$ cat src/rtl/gpio_irq_pkg.sv
package gpio_irq_pkg;
  typedef enum logic [2:0] {
    RG_LEVEL  = 3'd0,
    RG_DIR    = 3'd1,
    RG_BLINK  = 3'd2,
    RG_POL    = 3'd3,
    RG_DIN    = 3'd4,
    RG_CAUSE  = 3'd5,
    RG_EMASK  = 3'd6,
    RG_LMASK  = 3'd7
  } reg_sel_e;

  localparam int unsigned SEL_LSB = 2;
  localparam int unsigned SEL_W   = 3;
  localparam int unsigned MAP_TOP = SEL_LSB + SEL_W;
endpackage

$ cat src/rtl/gpio_in_cond.sv
module gpio_in_cond #(
  parameter int unsigned NPINS = 32
) (
  input  logic             clk,
  input  logic             rst_n,
  input  logic [NPINS-1:0] pin_in,
  input  logic [NPINS-1:0] pol,
  output logic [NPINS-1:0] adj,
  output logic [NPINS-1:0] rise
);
  logic [NPINS-1:0] meta_q, sync_q, prev_q;

  always_ff @(posedge clk or negedge rst_n) begin
    if (!rst_n) begin
      meta_q <= '0;
      sync_q <= '0;
      prev_q <= '0;
    end else begin
      meta_q <= pin_in;
      sync_q <= meta_q;
      prev_q <= adj;
    end
  end

  assign adj  = sync_q ^ pol;
  assign rise = adj & ~prev_q;
endmodule

$ cat src/rtl/gpio_blink_div.sv
module gpio_blink_div #(
  parameter int unsigned HALF = 4
) (
  input  logic clk,
  input  logic rst_n,
  output logic wave
);
  localparam int unsigned CW = $clog2(HALF + 1);
  localparam logic [CW-1:0] LAST = CW'(HALF - 1);

  logic [CW-1:0] cnt_q;

  always_ff @(posedge clk or negedge rst_n) begin
    if (!rst_n) begin
      cnt_q <= '0;
      wave  <= 1'b0;
    end else if (cnt_q == LAST) begin
      cnt_q <= '0;
      wave  <= ~wave;
    end else begin
      cnt_q <= cnt_q + 1'b1;
    end
  end
endmodule

$ cat src/rtl/gpio_irq_merge.sv
module gpio_irq_merge #(
  parameter int unsigned NPINS = 32,
  parameter int unsigned GROUP = 8
) (
  input  logic [NPINS-1:0]       pin_cause,
  output logic [NPINS/GROUP-1:0] irq
);
  localparam int unsigned NGROUP = NPINS / GROUP;

  for (genvar g = 0; g < NGROUP; g++) begin : g_grp
    assign irq[g] = |pin_cause[g*GROUP +: GROUP];
  end
endmodule

$ cat src/rtl/gpio_irq_unit.sv
module gpio_irq_unit
  import gpio_irq_pkg::*;
#(
  parameter int unsigned NPINS      = 32,
  parameter int unsigned GROUP      = 8,
  parameter int unsigned BLINK_HALF = 4,
  parameter int unsigned ADDR_W     = 8
) (
  input  logic                     clk,
  input  logic                     rst_n,
  input  logic [ADDR_W-1:0]        reg_addr,
  input  logic                     reg_we,
  input  logic [NPINS-1:0]         reg_wdata,
  output logic [NPINS-1:0]         reg_rdata,
  input  logic [NPINS-1:0]         pin_in,
  output logic [NPINS-1:0]         pin_out,
  output logic [NPINS-1:0]         pin_oe,
  output logic [NPINS/GROUP-1:0]   irq
);
  localparam int unsigned NGROUP = NPINS / GROUP;

  logic [NPINS-1:0] r_level, r_dir, r_blink, r_pol;
  logic [NPINS-1:0] r_cause, r_emask, r_lmask;
  logic [NPINS-1:0] din, rise, pin_cause;
  logic             wave;
  logic             hit, wr_ok;
  reg_sel_e         sel;

  assign hit   = (reg_addr[ADDR_W-1:MAP_TOP] == '0);
  assign sel   = reg_sel_e'(reg_addr[MAP_TOP-1:SEL_LSB]);
  assign wr_ok = reg_we & hit;

  always_ff @(posedge clk or negedge rst_n) begin
    if (!rst_n) begin
      r_level <= '0;
      r_dir   <= '1;
      r_blink <= '0;
      r_pol   <= '0;
      r_emask <= '0;
      r_lmask <= '0;
    end else if (wr_ok) begin
      case (sel)
        RG_LEVEL: r_level <= reg_wdata;
        RG_DIR:   r_dir   <= reg_wdata;
        RG_BLINK: r_blink <= reg_wdata;
        RG_POL:   r_pol   <= reg_wdata;
        RG_EMASK: r_emask <= reg_wdata;
        RG_LMASK: r_lmask <= reg_wdata;
        default:  ;
      endcase
    end
  end

  // New edges are ORed in after the clear, so an edge beats a clear.
  always_ff @(posedge clk or negedge rst_n) begin
    if (!rst_n) begin
      r_cause <= '0;
    end else if (wr_ok && sel == RG_CAUSE) begin
      r_cause <= (r_cause & reg_wdata) | rise;
    end else begin
      r_cause <= r_cause | rise;
    end
  end

  always_comb begin
    reg_rdata = '0;
    if (hit) begin
      case (sel)
        RG_LEVEL: reg_rdata = r_level;
        RG_DIR:   reg_rdata = r_dir;
        RG_BLINK: reg_rdata = r_blink;
        RG_POL:   reg_rdata = r_pol;
        RG_DIN:   reg_rdata = din;
        RG_CAUSE: reg_rdata = r_cause;
        RG_EMASK: reg_rdata = r_emask;
        RG_LMASK: reg_rdata = r_lmask;
        default:  reg_rdata = '0;
      endcase
    end
  end

  gpio_in_cond #(.NPINS(NPINS)) u_in (
    .clk(clk), .rst_n(rst_n), .pin_in(pin_in), .pol(r_pol),
    .adj(din), .rise(rise)
  );

  gpio_blink_div #(.HALF(BLINK_HALF)) u_blink (
    .clk(clk), .rst_n(rst_n), .wave(wave)
  );

  assign pin_oe    = ~r_dir;
  assign pin_out   = r_level ^ (r_blink & ~r_dir & {NPINS{wave}});
  assign pin_cause = (din & r_lmask) | (r_cause & r_emask);

  gpio_irq_merge #(.NPINS(NPINS), .GROUP(GROUP)) u_merge (
    .pin_cause(pin_cause), .irq(irq)
  );
endmodule

$ cat config.mk
export PLATFORM = sky130hd
export DESIGN_NAME = gpio_irq_unit
export DESIGN_NICKNAME = d
export VERILOG_FILES = /design/src/rtl/gpio_irq_pkg.sv /design/src/rtl/gpio_in_cond.sv /design/src/rtl/gpio_blink_div.sv /design/src/rtl/gpio_irq_merge.sv /design/src/rtl/gpio_irq_unit.sv
export SDC_FILE = /design/constraint.sdc
export NUM_CORES = 1
export LEC_CHECK = 0
export ABC_AREA = 0
export BUFFER_PORTS_ARGS = -buffer_cell sky130_fd_sc_hd__buf_4
export CAP_MARGIN = 20
export CELL_PAD_IN_SITES_DETAIL_PLACEMENT = 1
export CELL_PAD_IN_SITES_GLOBAL_PLACEMENT = 2
export CORE_MARGIN = 10
export CORE_UTILIZATION = 23
export CTS_CLUSTER_DIAMETER = 150
export DETAILED_ROUTE_END_ITERATION = 10
export PLACE_DENSITY = 0.59
export SLEW_MARGIN = 10
export SYNTH_ARGS = -nofsm -noshare
export SYNTH_HDL_FRONTEND = slang
export SYNTH_SLANG_ARGS = --single-unit
export TNS_END_PERCENT = 10
$ cat constraint.sdc
create_clock -name clk -period 1.8 [get_ports clk]
set_input_delay 0.36 -clock clk [delete_from_list [all_inputs] [get_ports clk]]
set_output_delay 0.36 -clock clk [all_outputs]
set_load 0.05 [all_outputs]
==> impl_metrics.ini, run 1 <==
[timing]
drv_slew = 0
final_hold_viol_count = 0
tns_ns = -24.50
skew_ns = 0.0199
final-setup-viol-count = 68
post-route-period-util_pct = 132
tightest_slew_ns = 0.481
holdWs_ns = 0.0910
layout_setup_ws_ns = -0.571
rsz0062_at_grt = true
slew_headroom_pct = 68.0
max_freq_mhz = 422
layout_min_cycle_time_ns = 2.37

[global_route]
grt_usage_pct = 14.3
antenna_found_initial = 2
gr-total-overflow = 0
grt_pass1_vias = 11600
grt_pass1_wl_um = 79500
grt_start_max_net_pins = 46

[synth]
synth_adder_area_share_pct = 0.0870
synth_compound_area_share_pct = 10.1
synth_top_area_share_pct = 50.8
yosysTopAreaCell = dfrtp_1
synthArstFlopShare_pct = 100
synth_area_um2 = 14400
synth_edf_count = 0
syn_nets = 1167
ys.flop_type = dfrtp_1
syn_inst = 1091
yosysWarnings = 0
synth_area_leaders = dfrtp_1, mux2_2, mux2_4
ys_ff_latch = 324
synth_mux_area_share_pct = 21.0
ys_seq_area_share_pct = 56.7
yosysUniqueCellTypes = 44
syn_avg_cell_area_um2 = 13.2
synth_top_family_by_area = multiplexers
synth-xor-area-share_pct = 3.96
synthSimpleGateAreaFrac_pct = 4.20

[clock_tree]
cts_tree = built
clkTransAtPathRegs_ns = 0.06
htree_levels = 2
max-clock-path-buffers = 3
clock-sinks = 324
cts_root_buffer = clkbuf_16
cts-buffers-inserted = 41
clk_latency_ns = 0.56

[place]
gp_congestion = 0.753
dpl_worst_slack_ns = -0.540
place_hpwl_um = 36000
numPortBuffers = 172

[power_and_ir_drop]
power_w = 0.0217
p_leak_nw = 9.37
ir_drop_uv = 525
power_density_nw_per_um2 = 1030

[setup_path]
arrival_ns = 2.01
crit_required_ns = 1.44
cp-end-kind = primary output
critPathMaxFanout = 3
worst_path_max_delay_cell = a2111oi_4
crit_chain = nor2b_1, nor3_1, a2111oi_4, a21oi_4, buf_6
worst_setup_path_start_kind = flop
crit_family = compound AO/OA/AOI/OAI gates
path_class = flop to primary output
critPathMaxStageDelay_ns = 0.52
critPathBufInv = 1

[die]
die_area_um2 = 72900
ios = 175
initial_core_util_pct = 23.3
die_w_um = 270
coreArea_um2 = 61800
rows = 91
die_h_um = 270

[finish]
drive_gt1_share_pct = 54.5
num_antenna_cells = 0
post-route-util_pct = 34.3
nets = 1507
synthToLayoutAreaGrowth_pct = 47.5

[drt]
drtIter0Drc = 473
vias = 10300
wl_um = 52100
dr.pass1.iters = 4
postRouteAntennaNets = 0
wl_per_cell_um = 22.6
viasPerCell = 4.48
drcViolationCount = 0

[worst_hold_path]
hp-class = input pin to flop

[outcome]
violations = setup timing
status = complete, but fails checks

[job]
cap_viol_max_count = 0
[synth_stat cells (all sizes together), types with 5 or more instances]
cell type  number
a21oi          35
nor2b           5
mux4           26
mux2          192
xor2           30
inv            68
xnor2          35
a211o          26
buf            37
a22oi           8
o21ai         101
a221oi         15
dfrtp         292
nand2          34
o22ai          27
and3            5
nand3          41
clkbuf         25
dfstp          32
a22o           12
nor3            6
mux2i           5
nor2            6
[cells by family after synthesis]
family | after synthesis
AND/OR/NAND/NOR | 115
flip-flops | 324
XOR/XNOR | 65
multiplexers | 223
buffers and inverters | 130
AO/OA/AOI/OAI | 233
adder cells (fa/ha/maj) | 1
[registers in the layout, indices dropped and copies added (netlist names)]
name / cells
u_in.sync_q: 32
u_blink.wave: 1
r_blink: 32
u_blink.cnt_q: 3
r_dir: 32
r_emask: 32
u_in.meta_q: 32
r_cause: 32
r_lmask: 32
u_in.prev_q: 32
r_level: 32
r_pol: 32
[layout by cell type, fill, tap and decap left out, types with 5 or more instances in the layout]
master and n:
dlygate4sd3_1 33, a22o_1 12, dfrtp_1 288, mux2_2 130, a21oi_4 33, clkinv_2 5, dfstp_2 32, clkbuf_1 11
buf_4 217, a22oi_1 8, nand3_2 16, clkbuf_16 41, buf_12 36, xor2_2 28, buf_8 10, mux4_2 26
mux2_4 60, o21ai_0 98, o22ai_1 27, clkbuf_8 13, buf_6 63, a211o_1 26, nand2_1 28, mux2i_1 5
nand3_1 24, nand2_2 6, a221oi_2 13, inv_1 66, xnor2_2 31
[path summary, 6_finish.rpt]
path / start / endpoint / slack [ns] / cells after the start
worst max register to register: u_in.sync_q[25]$_DFF_PN0_ / r_cause[25]$_DFF_PN0_ / 0.68 / 4
worst max-delay path: r_blink[25]$_DFFE_PN0P_ / reg_rdata[25] / -0.57 / 5
worst min register to register: u_in.meta_q[3]$_DFF_PN0_ / u_in.sync_q[3]$_DFF_PN0_ / 0.35 / 0
worst min-delay path: reg_wdata[2] / r_level[2]$_DFFE_PN0P_ / 0.09 / 2
min in group asynchronous: rst_n / u_in.sync_q[27]$_DFF_PN0_ / 0.33 / 2
max in group asynchronous: rst_n / r_dir[26]$_DFFE_PN1P_ / 0.77 / 3
[routing by layer]
metal	GRT usage (%)	vias to the layer above	routed length, µm
li1	-	4593	-
met1	19.5	5449	24300
met2	23.2	196	24900
met3	2.62	62	2030
met4	3.15	2	841
met5	0	-	11
[stage by stage]
| stage | cell area, µm² | instances |
|---|---|---|
| floorplan | 15000 | 1091 |
| global placement | 18600 | 2186 |
| detailed placement | 18600 | 2186 |
| CTS | 21100 | 2297 |
| global route | 21200 | 2300 |
| finish | 21200 | 2300 |
[power by group]
part           switching, W  leakage [nW]  internal (W)
clock               0.00324         0.673       0.00503
combinational       0.00244          4.79       0.00216
sequential         0.000718          3.91       0.00815
total               0.00640          9.37        0.0153
[layout make-up]
| cell class | instances | area [µm²] |
|---|---|---|
| tap | 837 | 1050 |
| fill | 6497 | 40600 |
| timing repair buffer | 359 | 3540 |
| inverter | 68 | 255 |
| sequential | 324 | 8150 |
| multi-input combinational | 637 | 6860 |
| clock inverter | 10 | 111 |
| clock buffer | 65 | 1250 |
[repair_timing]
| action | in CTS | in global routing |
|---|---|---|
| setup buffers | 4 | 3 |
| endpoints found under the hold margin | 55 | 0 |
| setup endpoints to repair | 72 | 72 |
| gates resized for setup | 156 | 21 |
| pin swaps | 37 | 17 |
| hold buffers | 33 | 0 |
Power figures use the tool's default switching activity.
==> run 2: changes to the inputs <==
CTS_BUF_LIST = sky130_fd_sc_hd__clkbuf_8   (was unset)
==> run 2 against run 1 <==
Net effect: the run still ends with setup timing left; power is 1.5% lower; first-iteration DRC count is 0.85% lower; sequential cell count stayed put; fmax is 4.4% lower; global-route usage is 0.16 points higher; routed wire length is 1.0% higher; sequential share of layout area is 0.73 points lower; sequential power hardly changed; count of clock-buffer cells in the layout is 16 higher; clock skew is 0.012 ns lower; critical path type unchanged; largest cell class unchanged; largest power group unchanged.
==> impl_metrics.ini, run 2 (synthesis gave the netlist of run 1 again) <==
[outcome]
status = complete, but fails checks
violations = setup timing

[die]
coreArea_um2 = 61800
die_h_um = 270
initial_core_util_pct = 23.3
die_area_um2 = 72900
ios = 175
rows = 91
die_w_um = 270

[finish]
num_antenna_cells = 0
synthToLayoutAreaGrowth_pct = 50.3
layout_commonest_cell = dfrtp_1
nets = 1561
fillers = 6517
drive_gt1_share_pct = 55.8
final_cell_mix = dfrtp_1, buf_4, mux2_2

[worst_hold_path]
hp-class = input pin to asynchronous set/reset pin

[global_route]
grt_pass1_wl_um = 80700
grt_pass1_vias = 11900
grt_start_max_net_pins = 46
gr-total-overflow = 0
antenna_found_initial = 2
grt_usage_pct = 14.5

[setup_path]
crit_required_ns = 1.44
cp-end-kind = primary output
arrival_ns = 2.12
path_class = flop to primary output
worst_path_max_delay_cell = dfrtp_1
critPathMaxStageDelay_ns = 0.40
critPathMaxFanout = 2
worst_setup_path_start_kind = flop
crit_chain = buf_6, or3b_4, a21oi_4, a2111oi_4, a21oi_4, buf_6

[clock_tree]
cts_root_buffer = clkbuf_8
clk_latency_ns = 0.66
cts_tree = built
max-clock-path-buffers = 3
cts-buffers-inserted = 61
clock-sinks = 324
clkTransAtPathRegs_ns = 0.06
htree_levels = 2

[place]
numPortBuffers = 172
place_hpwl_um = 36000
dpl_worst_slack_ns = -0.540
gp_congestion = 0.753

[timing]
slew_headroom_pct = 68.5
final_hold_viol_count = 0
drv_slew = 0
post-route-period-util_pct = 138
rsz0062_at_grt = true
layout_setup_ws_ns = -0.680
max_freq_mhz = 403
skew_ns = 0.00818
tns_ns = -31.57
layout_min_cycle_time_ns = 2.48
final-setup-viol-count = 71
tightest_slew_ns = 0.469

[drt]
wl_um = 52600
postRouteAntennaNets = 0
wl_per_cell_um = 22.2
drtIter0Drc = 469
dr.pass1.iters = 5
viasPerCell = 4.44
drcViolationCount = 0
vias = 10500

[power_and_ir_drop]
p_leak_nw = 9.66
power_w = 0.0214
power_density_nw_per_um2 = 990
ir_drop_uv = 452

[job]
cap_viol_max_count = 0
-- run 2: cell count changes in the layout (fill, tap and decap cells not counted), moves of 2 or more --
cell	previous run	this run
clkbuf_8	13	81
clkbuf_16	41	0
dlygate4sd3_1	33	65
inv_2	2	30
buf_4	217	192
buf_6	63	88
clkbuf_1	11	0
inv_1	66	55
clkinv_2	5	10
nand3_1	24	29
nand3_2	16	12
buf_8	10	12
inv_4	0	2
-- run 2: power by group --
group / switching, W / internal (W)
clock network: 0.00334 / 0.00445
logic: 0.00246 / 0.00227
registers: 0.000728 / 0.00816
total: 0.00653 / 0.0149
-- run 2: what timing repair did --
item                       CTS  global route
pin swaps                   37            19
setup endpoints to repair  100           100
gates cloned                 0             0
setup buffers                5             4
hold buffers                65             0
gates resized for setup    208            24
hold endpoints to repair   439             0
-- run 2: layout make-up --
type,instances,area [µm²],share of cell area [%]
Timing Repair Buffer,393,3980,18.4
Sequential cell,324,8150,37.7
Clock buffer,81,1110,5.16
Clock inverter,34,231,1.07
Inverter,68,260,1.20
Multi-Input combinational cell,637,6830,31.6
Tap cell,837,1050,4.84
-- run 2: path summary, 6_finish.rpt --
| path | cells after the start | slack [ns] | to | start |
|---|---|---|---|---|
| setup / recovery | 6 | -0.68 | reg_rdata[5] | r_pol[5]$_DFFE_PN0P_ |
| hold / removal | 2 | 0.22 | u_in.meta_q[31]$_DFF_PN0_ | rst_n |
| setup reg to reg | 5 | 0.65 | r_cause[3]$_DFF_PN0_ | r_pol[3]$_DFFE_PN0P_ |
| hold reg to reg | 0 | 0.35 | u_in.sync_q[6]$_DFF_PN0_ | u_in.meta_q[6]$_DFF_PN0_ |
| max in group asynchronous | 3 | 0.89 | r_dir[26]$_DFFE_PN1P_ | rst_n |
| min in group clk | 2 | 0.34 | u_in.meta_q[8]$_DFF_PN0_ | pin_in[8] |
-- run 2: stage by stage --
| step | area (µm²) | hold slack, ns | util [%] | cells |
|---|---|---|---|---|
| after floorplan | 15000 | 0.0644 | - | 1091 |
| after global placement | 18600 | 0.320 | 30.1 | 2186 |
| after detailed placement | 18600 | 0.317 | 30.1 | 2186 |
| after CTS | 21500 | 0.175 | 34.8 | 2370 |
| after global routing | 21600 | 0.202 | 35.0 | 2374 |
| final | 21600 | 0.218 | 35.0 | 2374 |
-- run 2: critical path: cells and delay by family, from the launching register on --
kind	cells	cell delay [ns]
compound gates	3	0.40
buf+inv	2	0.29
flops	1	0.40
simple gates	1	0.38
-- run 2: layer usage --
| layer | track usage, % | vias up | share of wire (%) |
|---|---|---|---|
| li1 | - | 4708 | - |
| met1 | 19.6 | 5531 | 47 |
| met2 | 23.3 | 223 | 48 |
| met3 | 2.90 | 68 | 3.9 |
| met4 | 3.36 | 2 | 1.6 |
| met5 | 0 | - | 0.013 |
